File: src/rtl/dump_pkg.sv
// Shared definitions for the array dump controller.
// Assumes: one controller per chip. The state encoding is internal to the block.
package dump_pkg;
    localparam logic [3:0] DUMP_MODE_CODE = 4'h6;

    typedef enum logic [3:0] {
        S_IDLE,
        S_OFF,
        S_KEY_RD,
        S_KEY_CMP,
        S_LOCK,
        S_PPW_RD,
        S_PPW_CAP,
        S_ARR_RD,
        S_LOAD,
        S_SETUP,
        S_STROBE,
        S_HOLD,
        S_DONE
    } dump_state_e;
endpackage

File: src/rtl/dump_addr_map.sv
// Maps an array word index to the external word address it is written to.
// Flat variant: one contiguous window from LO_BASE.
// Split variant: the lower half goes from LO_BASE and the upper half from HI_BASE.
// Assumes: ARR_WORDS is even when SPLIT is set. The result fits in 16 bits.
module dump_addr_map #(
    parameter int          ARR_WORDS = 32,
    parameter bit          SPLIT     = 1'b0,
    parameter logic [15:0] LO_BASE   = 16'h2000,
    parameter logic [15:0] HI_BASE   = 16'h5000,
    localparam int         IDX_W     = $clog2(ARR_WORDS)
) (
    input  logic [IDX_W-1:0] word_idx,
    output logic [15:0]      ext_word_addr
);
    localparam int HALF = ARR_WORDS / 2;

    generate
        if (SPLIT) begin : g_split
            // Pick the window by half and rebase the index into it.
            always_comb begin
                if (int'(word_idx) < HALF)
                    ext_word_addr = LO_BASE + 16'(word_idx);
                else
                    ext_word_addr = HI_BASE + 16'(int'(word_idx) - HALF);
            end
        end else begin : g_flat
            // One window: base plus index.
            assign ext_word_addr = LO_BASE + 16'(word_idx);
        end
    endgenerate
endmodule

File: src/rtl/dump_key_cmp.sv
// Compares one external key word with the matching word of the on-chip key.
// Assumes: key_sel is below KEY_WORDS. Word i sits at bits 16*i+15:16*i.
module dump_key_cmp #(
    parameter int  KEY_WORDS = 8,
    localparam int KSEL_W    = $clog2(KEY_WORDS)
) (
    input  logic [KEY_WORDS*16-1:0] key_ref,
    input  logic [KSEL_W-1:0]       key_sel,
    input  logic [15:0]             key_ext,
    output logic                    key_ok
);
    // Equality of the selected on-chip word with the external word.
    assign key_ok = (key_ref[{key_sel, 4'b0000} +: 16] == key_ext);
endmodule

File: src/rtl/otp_dump_ctrl.sv
// Array dump controller, top level.
// Decides once after reset whether to dump. Checks the external key image word
// by word, fetches the pulse-width word, then writes every array word out with
// one cycle of setup and one cycle of hold around a one-cycle strobe.
// Assumes: mode_sel and dump_disable are static from reset release. External
// and array reads return data one cycle after the request.
module otp_dump_ctrl #(
    parameter int          ARR_WORDS = 32,
    parameter bit          SPLIT     = 1'b0,
    parameter logic [15:0] LO_BASE   = 16'h2000,
    parameter logic [15:0] HI_BASE   = 16'h5000,
    parameter int          KEY_WORDS = 8,
    parameter logic [15:0] KEY_BASE  = 16'h0010,
    parameter logic [15:0] PPW_ADDR  = 16'h000A,
    localparam int         IDX_W     = $clog2(ARR_WORDS)
) (
    input  logic                    clk,
    input  logic                    rst_n,
    input  logic [3:0]              mode_sel,
    input  logic                    dump_disable,
    input  logic [KEY_WORDS*16-1:0] key_int,
    output logic                    ext_rd_en,
    output logic [15:0]             ext_rd_addr,
    input  logic [15:0]             ext_rd_data,
    output logic [IDX_W-1:0]        arr_rd_addr,
    input  logic [15:0]             arr_rd_data,
    output logic                    ext_wr,
    output logic [15:0]             ext_addr,
    output logic [15:0]             ext_data,
    output logic                    busy_n,
    output logic [15:0]             pulse_width
);
    import dump_pkg::*;

    localparam int               KSEL_W   = $clog2(KEY_WORDS);
    localparam logic [KSEL_W-1:0] KEY_LAST = KSEL_W'(KEY_WORDS - 1);
    localparam logic [IDX_W-1:0]  IDX_LAST = IDX_W'(ARR_WORDS - 1);

    dump_state_e       st;
    logic [KSEL_W-1:0] kidx;
    logic [IDX_W-1:0]  widx;
    logic              key_ok;
    logic [15:0]       mapped_addr;

    dump_key_cmp #(.KEY_WORDS(KEY_WORDS)) key_cmp_i (
        .key_ref (key_int),
        .key_sel (kidx),
        .key_ext (ext_rd_data),
        .key_ok  (key_ok)
    );

    dump_addr_map #(
        .ARR_WORDS (ARR_WORDS),
        .SPLIT     (SPLIT),
        .LO_BASE   (LO_BASE),
        .HI_BASE   (HI_BASE)
    ) addr_map_i (
        .word_idx      (widx),
        .ext_word_addr (mapped_addr)
    );

    // Sequencer: entry decision, key loop, pulse-width fetch, word stream.
    always_ff @(posedge clk) begin
        if (!rst_n) begin
            st          <= S_IDLE;
            kidx        <= '0;
            widx        <= '0;
            pulse_width <= '0;
            ext_addr    <= '0;
            ext_data    <= '0;
        end else begin
            case (st)
                S_IDLE: begin
                    kidx <= '0;
                    st   <= (mode_sel == DUMP_MODE_CODE && !dump_disable) ? S_KEY_RD : S_OFF;
                end
                S_KEY_RD:  st <= S_KEY_CMP;
                S_KEY_CMP: begin
                    if (!key_ok)
                        st <= S_LOCK;
                    else if (kidx == KEY_LAST)
                        st <= S_PPW_RD;
                    else begin
                        kidx <= kidx + 1'b1;
                        st   <= S_KEY_RD;
                    end
                end
                S_PPW_RD:  st <= S_PPW_CAP;
                S_PPW_CAP: begin
                    pulse_width <= ext_rd_data;
                    widx        <= '0;
                    st          <= S_ARR_RD;
                end
                S_ARR_RD:  st <= S_LOAD;
                S_LOAD: begin
                    ext_addr <= mapped_addr;
                    ext_data <= arr_rd_data;
                    st       <= S_SETUP;
                end
                S_SETUP:   st <= S_STROBE;
                S_STROBE:  st <= S_HOLD;
                S_HOLD: begin
                    if (widx == IDX_LAST)
                        st <= S_DONE;
                    else begin
                        widx <= widx + 1'b1;
                        st   <= S_ARR_RD;
                    end
                end
                default:   st <= st;
            endcase
        end
    end

    // External read requests: key words first, then the pulse-width word.
    always_comb begin
        ext_rd_en   = (st == S_KEY_RD) || (st == S_PPW_RD);
        ext_rd_addr = (st == S_PPW_RD) ? PPW_ADDR : KEY_BASE + 16'(kidx);
    end

    // Array index, write strobe and active-low busy, all decoded from state.
    always_comb begin
        arr_rd_addr = widx;
        ext_wr      = (st == S_STROBE);
        busy_n      = (st == S_IDLE) || (st == S_OFF) || (st == S_DONE);
    end

    // a code other than the dump code leads straight to the off state.
    a_r1_wrong_mode_off: assert property (@(posedge clk) disable iff (!rst_n)
        (st == S_IDLE && mode_sel != DUMP_MODE_CODE) |=> (st == S_OFF));

    // the disable fuse vetoes the dump.
    a_r2_fuse_refuses: assert property (@(posedge clk) disable iff (!rst_n)
        (st == S_IDLE && dump_disable) |=> (st == S_OFF));

    // a key mismatch locks the controller for good, with no write.
    a_r3_lock_sticky: assert property (@(posedge clk) disable iff (!rst_n)
        (st == S_LOCK) |=> (st == S_LOCK && !ext_wr && !busy_n));

    // busy_n is low whenever a word is written.
    a_r5_busy_on_write: assert property (@(posedge clk) disable iff (!rst_n)
        ext_wr |-> !busy_n);

    // the strobe lasts one cycle.
    a_r8_strobe_single: assert property (@(posedge clk) disable iff (!rst_n)
        ext_wr |=> !ext_wr);

    // address and data are set up one cycle before the strobe.
    a_r8_setup_stable: assert property (@(posedge clk) disable iff (!rst_n)
        $rose(ext_wr) |-> ($stable(ext_addr) && $stable(ext_data)));

    // address and data are held one cycle after the strobe.
    a_r8_hold_stable: assert property (@(posedge clk) disable iff (!rst_n)
        $fell(ext_wr) |-> ($stable(ext_addr) && $stable(ext_data)));

    // once finished, the controller stays idle with busy released.
    a_r9_done_quiet: assert property (@(posedge clk) disable iff (!rst_n)
        (st == S_DONE) |=> (st == S_DONE && busy_n && !ext_wr));
endmodule

File: config.mk
export PLATFORM = sky130hd
export DESIGN_NAME = otp_dump_ctrl
export DESIGN_NICKNAME = d
export VERILOG_FILES = /design/src/rtl/dump_pkg.sv /design/src/rtl/dump_addr_map.sv /design/src/rtl/dump_key_cmp.sv /design/src/rtl/otp_dump_ctrl.sv
export SDC_FILE = /design/constraint.sdc
export NUM_CORES = 1
export LEC_CHECK = 0
export CORE_MARGIN = 4
export CORE_UTILIZATION = 38
export DETAILED_ROUTE_END_ITERATION = 16
export HOLD_SLACK_MARGIN = 0.15
export PLACE_DENSITY = 0.84
export SLEW_MARGIN = 10
export SYNTH_ARGS = -nofsm -noshare
export SYNTH_HDL_FRONTEND = slang
export SYNTH_HIERARCHICAL = 1
export SYNTH_SLANG_ARGS = --single-unit
File: constraint.sdc
create_clock -name clk -period 2.8 [get_ports clk]
set_input_delay 0.56 -clock clk [delete_from_list [all_inputs] [get_ports clk]]
set_output_delay 0.56 -clock clk [all_outputs]
set_load 0.05 [all_outputs]
Word-level counts from Yosys, hierarchy flattened
Index checks and enable logic that the tools add are counted.
{"block": "word_totals", "output_inout_bits": 72, "elab_cells": 51, "reg_bits": 60, "input_bits": 167}
{"block": "classes", "eq_ne": 18, "n_mux": 11, "n_addsub": 4, "n_shift": 1, "n_reduce_logical": 11}
{"op": "$shiftx A128 B8 Y16", "count": 1}
{"op": "$pmux W4 S10", "count": 1}
{"op": "$eq A4 B4 Y1 const B", "count": 5}
{"op": "$eq A16 B16 Y1", "count": 1}
{"op": "$eq A4 B3 Y1 const B", "count": 4}
{"op": "$add A14 B5 Y15 const A", "count": 1}
{"op": "$mux W3", "count": 4}
{"op": "$pmux W5 S2", "count": 1}
{"op": "$reduce_bool A10 Y1", "count": 1}
{"op": "$eq A4 B2 Y1 const B", "count": 2}
{"op": "$add A5 B3 Y6 const A", "count": 1}
{"op": "$mux W6", "count": 1}
{"op": "$ne A2 B2 Y1 const B", "count": 3}
{"op": "$pmux W3 S2", "count": 1}
{"op": "$add A5 B1 Y5 const B", "count": 1}
{"op": "$eq A5 B5 Y1 const B", "count": 1}
{"op": "$mux W5", "count": 1}
{"op": "$eq A4 B1 Y1 const B", "count": 1}
{"op": "$logic_not A4 Y1", "count": 1}
{"op": "$mux W4", "count": 1}
{"op": "$reduce_bool A2 Y1", "count": 2}
{"op": "$add A3 B1 Y3 const B", "count": 1}
{"op": "$eq A3 B3 Y1 const B", "count": 1}
{"op": "$logic_or A1 B1 Y1", "count": 3}
{"op": "5 further kinds", "count": 5}

Logic depth before layout (Yosys ltp)
Gate-level depths: netlist of run 1.
{"block": "depth", "depth_word": 4, "depth_mapped": 12}

Modules after synthesis
Netlist of run 1, hierarchy kept.
{"mod": "otp_dump_ctrl", "area_each_um2": 2666.3, "cells_each": 325, "seq_area_each_um2": 1201.2, "instances": 1}
{"mod": "dump_key_cmp", "area_each_um2": 1184.9, "cells_each": 104, "seq_area_each_um2": 0.0, "instances": 1}
{"mod": "dump_addr_map", "area_each_um2": 127.6, "cells_each": 18, "seq_area_each_um2": 0.0, "instances": 1}

Worst setup path before layout of run 1
Ideal clock, no wire load.
{"block": "synth_timing", "path_kind": "reg-to-reg", "start": "register kidx[0]", "end": "register kidx[0]", "required_ns": 2.669, "setup_ns": 0.131, "path_stages_with_launch": 13, "arrival_time_ns": 2.395, "path_slack_ns": 0.273, "cell_sequence": "dfxtp_1 -> buf_6 -> buf_4 -> buf_4 -> mux2i_1 -> a221oi_1 -> xnor2_1 -> nand4_1 -> nor4_2 -> and4b_1 -> o21ai_1 -> nand3_1 -> o21ai_0"}
{"block": "synth_via", "elab_chain_len": 4, "elab_cells_between_ends": 10}
{"element": "start, declared", "line": "otp_dump_ctrl.sv:40", "rtl": "logic [KSEL_W-1:0] kidx;"}
{"element": "start signal, assigned", "line": "otp_dump_ctrl.sv:84", "rtl": "kidx <= kidx + 1'b1;"}
{"element": "$shiftx A128 B8 Y16", "line": "dump_key_cmp.sv:13", "rtl": "assign key_ok = (key_ref[{key_sel, 4'b0000} +: 16] == key_ext);"}
{"element": "$eq A16 B16 Y1", "line": "dump_key_cmp.sv:13"}
{"element": "net key_ok", "line": "otp_dump_ctrl.sv:42", "rtl": "logic key_ok;"}
{"element": "$ne A2 B2 Y1 (no line)"}
{"element": "$reduce_and A3 Y1 (no line)"}
The timed path passes the listed nets, and every way through them passes these cells. The select of a mux whose other input is x is not followed.
A chain may end at the register's enable or synchronous reset.

Worst setup path in the final report of run 1
{"block": "layout_timing", "start": "input key_int[48]", "end": "register kidx[0]"}
{"block": "layout_via", "elab_chain_len": 4}
{"element": "start, declared", "line": "otp_dump_ctrl.sv:21", "rtl": "input logic [KEY_WORDS*16-1:0] key_int,"}
{"element": "$shiftx A128 B8 Y16", "line": "dump_key_cmp.sv:13"}
{"element": "$eq A16 B16 Y1", "line": "dump_key_cmp.sv:13"}
{"element": "net key_ok", "line": "otp_dump_ctrl.sv:42"}
{"element": "$ne A2 B2 Y1 (no line)"}
{"element": "$reduce_and A3 Y1 (no line)"}
The timed path passes the listed nets, and every way through them passes these cells.

==> run metrics, run 1 <==
worst-margin pin slew=0.7079 ns; DRC violations left=0; nets@finish=837; leading cell type in the layout, fill and taps excluded=clkdlybuf4s50_1; synth top area cells=dfxtp_1, mux4_2, nand2_1, mux2i_1, a21boi_0; Post-Syn Instances=447; Worst Setup SP=key_int[48]; DPL Wire Length=11,400 um; Slew Limit Fails=0; htree depth=3; first-pass GRT wire length=20,190 um; startpoint types=primary input; # rows=37; clk root buf=clkbuf_8; register area=1206 um^2; Top Ports=239; die height=110.3 um; wire per inst=17.30 um; Cell Chain, Critical Path=clkdlybuf4s50_1 -> mux4_2 -> mux2i_1 -> xor2_1 -> nand4_1 -> nor4_4 -> and4b_1 -> o21ai_2 -> nand3_1 -> o21ai_0; crit path kind=primary input to flop; multi-input logic area=2515 um^2; total power=1983 uW; initial drt markers=255; slowest cell on the critical path=mux4_2; maximum root-to-sink buffer count=2; synth unique cells=49; R2R Path Start=kidx[1]; antenna-violating nets left=0; # hold bufs at CTS=0; Avg Vias per Cell=4.900; Starting Density=38.71%; port bufs=227; asr flop ratio synth=0%; worst-case clock skew=0.007539 ns; most frequent cells in the layout=clkdlybuf4s50_1, nand2_1, dfxtp_1; Syn-to-layout area delta=64.84%; Avg Inst Size Synth=8.901 um^2; die width=110.3 um; Overflow after GRT=0; number of diodes=0; flops & latches, synth=60; gpl congestion=0.8635; Clock Latency Late Sink=0.34 ns; LEAKAGE=0.002290 uW; critical path peak fanout=6; CTS tree=built; Synth Flop Type=dfxtp_1; Worst R2R End=kidx[0]; crit path DAT=2.99 ns; largest net degree at the start of global routing=39; critical path endpoint=kidx[0]; P per Cell Area=302.3 nW/um^2; post-layout util=63.82%; area of the core=10,280 um^2; YS warnings=6; Worst Hold Class=flop to flop; Final setup viols=0; outcome=completed; post-layout min period=2.769 ns; antenna violations before repair=0; hold_ws=0.4543 ns; unrepaired setup endpoints after global routing=true; fill cell count=859; Total Routing Usage GR=21.95%; Max IR drop VDD=190.2 uV; R2R setup slack=0.07 ns; number of CTS-inserted buffers=9; reg2reg path depth=10; top cell type by total area after synthesis=dfxtp_1; Hold Violations, Final=0; number of synthesized flops with an enable pin=0; CTS Sinks=60; sequential cell area fraction in the yosys report=30.19%; Post-Syn Area=3979 um^2; CP max stage delay=0.45 ns; layout cells sized above 1=11.98%; maxcap violations=0; max_slew headroom=52.75%; post-synth top area share=30.19%; Critical Path RT=3.02 ns; crit end category=flop; vias in the first global route=4,043; DR pass1 iterations=5; final period utilization=98.88%; Die Area=12,170 um^2; Max Clock Freq=361.2 MHz; vias=3,940; Routed WL=13,910 um; Clock transition at path regs=0.06 ns
==> layer usage <==
metal / track usage, % / up-vias / share of wire, %
li1: - / 1944 / -
met1: 23.31 / 1814 / 36
met2: 40.73 / 162 / 53
met3: 6.872 / 20 / 9.0
met4: 7.652 / 0 / 1.9
met5: 0 / - / 0
==> cell type report <==
| class | instances | share of cell area [%] |
|---|---|---|
| inverter | 2 | 0.1145 |
| sequential | 60 | 18.39 |
| timing repair buffer | 243 | 37.89 |
| clock buffer | 12 | 2.518 |
| clock inverter | 2 | 0.1526 |
| tap | 136 | 2.594 |
| multi-input combinational | 349 | 38.34 |
==> synthesized netlist by cell type (all sizes together) (3+ instances only) <==
master / number
nand2: 104
dfxtp: 60
a21boi: 49
buf: 48
mux2i: 28
mux4: 18
nor2: 14
mux2: 12
xor2: 10
o21ai: 9
xnor2: 9
nand2b: 8
clkbuf: 7
nand3: 7
nor2b: 7
a221oi: 6
nor3: 6
o22ai: 6
a21oi: 5
ha: 5
nand4: 5
and3: 3
conb: 3
==> cells by family after synthesis <==
kind of cell | count (synthesis) | synth area share, %
AOI/OAI and AO/OA | 79 | 14.25
xor gates and xnor gates | 19 | 4.182
adders and majority gates | 5 | 1.572
buffers and inverters | 57 | 9.371
DFF | 60 | 30.19
muxes | 58 | 20.63
other | 3 | 0.2830
and+or+nand+nor | 166 | 19.53
==> through the flow <==
step	setup TNS [ns]	setup WS (ns)	std cells	instance area (um^2)
after CTS	0	0.03545	799	6430
final	0	0.03150	804	6559
after global routing	-0.2390	-0.05807	804	6559
after floorplan	0	0.2734	466	4050
after global placement	-0.8268	-0.1856	785	6255
after detailed placement	-1.220	-0.2736	785	6255
==> how the worst min path moves through the flow <==
| stage | start | endpoint | depth (start not counted) |
|---|---|---|---|
| after floorplan | kidx[0] | kidx[0] | 2 |
| after detailed placement | ext_addr[9] | ext_addr[9] | 2 |
| final | ext_addr[9] | ext_addr[9] | 2 |
| after global routing | ext_data[2] | ext_data[2] | 2 |
| after CTS | ext_addr[9] | ext_addr[9] | 2 |
| after global placement | ext_data[12] | ext_data[12] | 2 |
==> timing repair <==
item | 4_1_cts | 5_1_grt
setup buffers | 0 | 4
gates resized for setup | 0 | 19
setup endpoints to repair | 0 | 7
==> where the power goes <==
part / switching [uW] / leakage, uW / internal (uW)
sequential: 5.07 / 0.000485 / 855
combinational: 150 / 0.00171 / 281
clock: 311 / 0.0000941 / 380
total: 466 / 0.00229 / 1520
==> sequential cells by signal, summed over array words and instances, names as in the netlist <==
| signal | cells |
|---|---|
| ext_data | 16 |
| st | 4 |
| arr_rd_addr | 5 |
| kidx | 3 |
| pulse_width | 16 |
| ext_addr | 16 |
==> critical path, delay by kind of cell <==
kind            cells  cell delay [ns]
simple gates        4             0.99
mux                 2             0.62
buf+inv             1             0.42
xor+xnor            1             0.20
compound gates      2             0.18
Note: power is estimated with default switching activity, not from simulation.
==> run 2, diff against run 1 <==
--- a/config.mk
+++ b/config.mk
@@ -8,6 +8,7 @@
 export CORE_MARGIN = 4
 export CORE_UTILIZATION = 38
 export DETAILED_ROUTE_END_ITERATION = 16
+export GPL_ROUTABILITY_DRIVEN = 0
 export HOLD_SLACK_MARGIN = 0.15
 export PLACE_DENSITY = 0.84
 export SLEW_MARGIN = 10
==> run metrics, run 2 (same netlist as run 1, synthesis figures left out) <==
outcome=finished with violations; failing checks=setup timing; Clock transition at path regs=0.06 ns; htree depth=3; Syn-to-layout area delta=67.58%; die height=110.3 um; max_slew headroom=56.95%; min-delay src=pulse_width[12]; worst-margin pin slew=0.6450 ns; Die Area=12,170 um^2; DPL Wire Length=11,130 um; DRC violations left=0; crit end category=flop; CTS tree=built; slowest cell on the critical path=mux4_2; area of the core=10,280 um^2; crit path kind=primary input to flop; antenna violations before repair=1; top flop regs=ext_addr: 16 flops, ext_data: 16 flops, pulse_width: 16 flops; Routed WL=14,290 um; Max Clock Freq=354.7 MHz; Worst Hold Depth=2; largest net degree at the start of global routing=33; Buf/Inv on CP=2; Total Routing Usage GR=21.01%; critical path's top delay family=simple AND/OR/NAND/NOR gates; DR pass1 iterations=4; CTS Sinks=60; R2R Path Start=kidx[0]; vias=4,066; # rows=37; Clock Latency Late Sink=0.33 ns; port bufs=227; number of CTS-inserted buffers=9; critical path peak fanout=3; nets@finish=841; initial drt markers=285; register area=1209 um^2; maxcap violations=0; pre-CTS setup slack=-0.2776 ns; wire per inst=17.66 um; Avg Vias per Cell=5.026; Non-Filler Instances=809; clk root buf=clkbuf_8; antenna-violating nets left=0; die width=110.3 um; Hold Violations, Final=0; placed insts=788; final period utilization=100.7%; # hold bufs at CTS=0; unrepaired setup endpoints after global routing=true; layout cells sized above 1=12.65%; crit path DAT=3.07 ns; Critical Path RT=3.05 ns; most frequent cells in the layout=clkdlybuf4s50_1, nand2_1, dfxtp_1; first-pass GRT wire length=19,440 um; Final setup viols=1; worst-case clock skew=0.008404 ns; maximum root-to-sink buffer count=2; R2R setup slack=0.01 ns; LEAKAGE=0.002451 uW; Worst R2R End=st[1]; Overflow after GRT=0; Max IR drop VDD=195.6 uV; Top Ports=239; Worst Hold Class=flop to flop; leading cell type in the layout, fill and taps excluded=clkdlybuf4s50_1; fill cell count=805; Starting Density=38.71%; multi-input logic area=2531 um^2; end of the worst hold path=pulse_width[12]; CP max stage delay=0.50 ns; P per Cell Area=307.7 nW/um^2; slack of the critical path=-0.01891 ns; Post-DP Area=6290 um^2; startpoint types=primary input; Cell Chain, Critical Path=clkdlybuf4s50_1 -> mux4_2 -> mux2i_2 -> xor2_1 -> nand4_1 -> nor4_4 -> buf_4 -> nor3b_4 -> o311ai_2 -> nor3_1; Slew Limit Fails=0; reg2reg path depth=12; post-layout min period=2.819 ns; vias in the first global route=4,027; Design Area, Final=6668 um^2
[run 2: power breakdown]
part           leakage (uW)  switching [uW]  internal (uW)
Clock             0.0000983             308            448
Sequential         0.000485            3.33            854
Combinational       0.00187             159            279
[run 2: how the worst max path moves through the flow]
stage                     cells past startpoint  endpoint  slack [ns]         start
after detailed placement                     10   kidx[2]       -0.28  key_int[126]
after global placement                       10   kidx[0]       -0.18  key_int[121]
after floorplan                              12   kidx[0]        0.27       kidx[0]
after CTS                                    10   kidx[2]        0.05       kidx[0]
final                                        10     st[1]       -0.02  key_int[123]
after global routing                         12     st[1]       -0.15       kidx[0]
[run 2: area by class of cell]
class / count / area share (%)
diodes: 1 / 0.03753
clock buffers: 12 / 2.327
clock inverters: 2 / 0.5254
inverters: 2 / 0.1126
multi-input cells: 349 / 37.96
flip-flops and latches: 60 / 18.13
well taps: 136 / 2.552
repair buffers: 247 / 38.36
[run 2: stage by stage]
| stage | power [uW] | util, % | setup TNS, ns | hold WS, ns |
|---|---|---|---|---|
| CTS | 2063 | 63.05 | 0 | 0.4550 |
| global route | 2136 | 64.88 | -0.4377 | 0.4805 |
| floorplan | 1056 | - | 0 | 0.4945 |
| detailed placement | 1305 | 61.20 | -1.211 | 0.4468 |
| global placement | 1297 | 61.20 | -0.8033 | 0.4410 |
| finish | 2052 | 64.88 | -0.01891 | 0.4514 |
[run 2: what timing repair did]
action,in CTS,in global routing
setup buffers,0,4
setup endpoints to repair,0,6
resized for setup,0,34
[run 2: routing by layer]
metal  vias to the layer above  global-route usage [%]  share of wire [%]
li1                       1954                       -                  -
met1                      1883                   21.09                 34
met2                       193                   39.90                 53
met3                        36                   6.348                8.3
met4                         0                   8.707                3.8
met5                         -                       0                  0
[run 2: worst min-delay path: stages (launching register included)]
cell,delay [ns]
dfxtp_1,0.31
nand2_1,0.05
a21boi_1,0.05
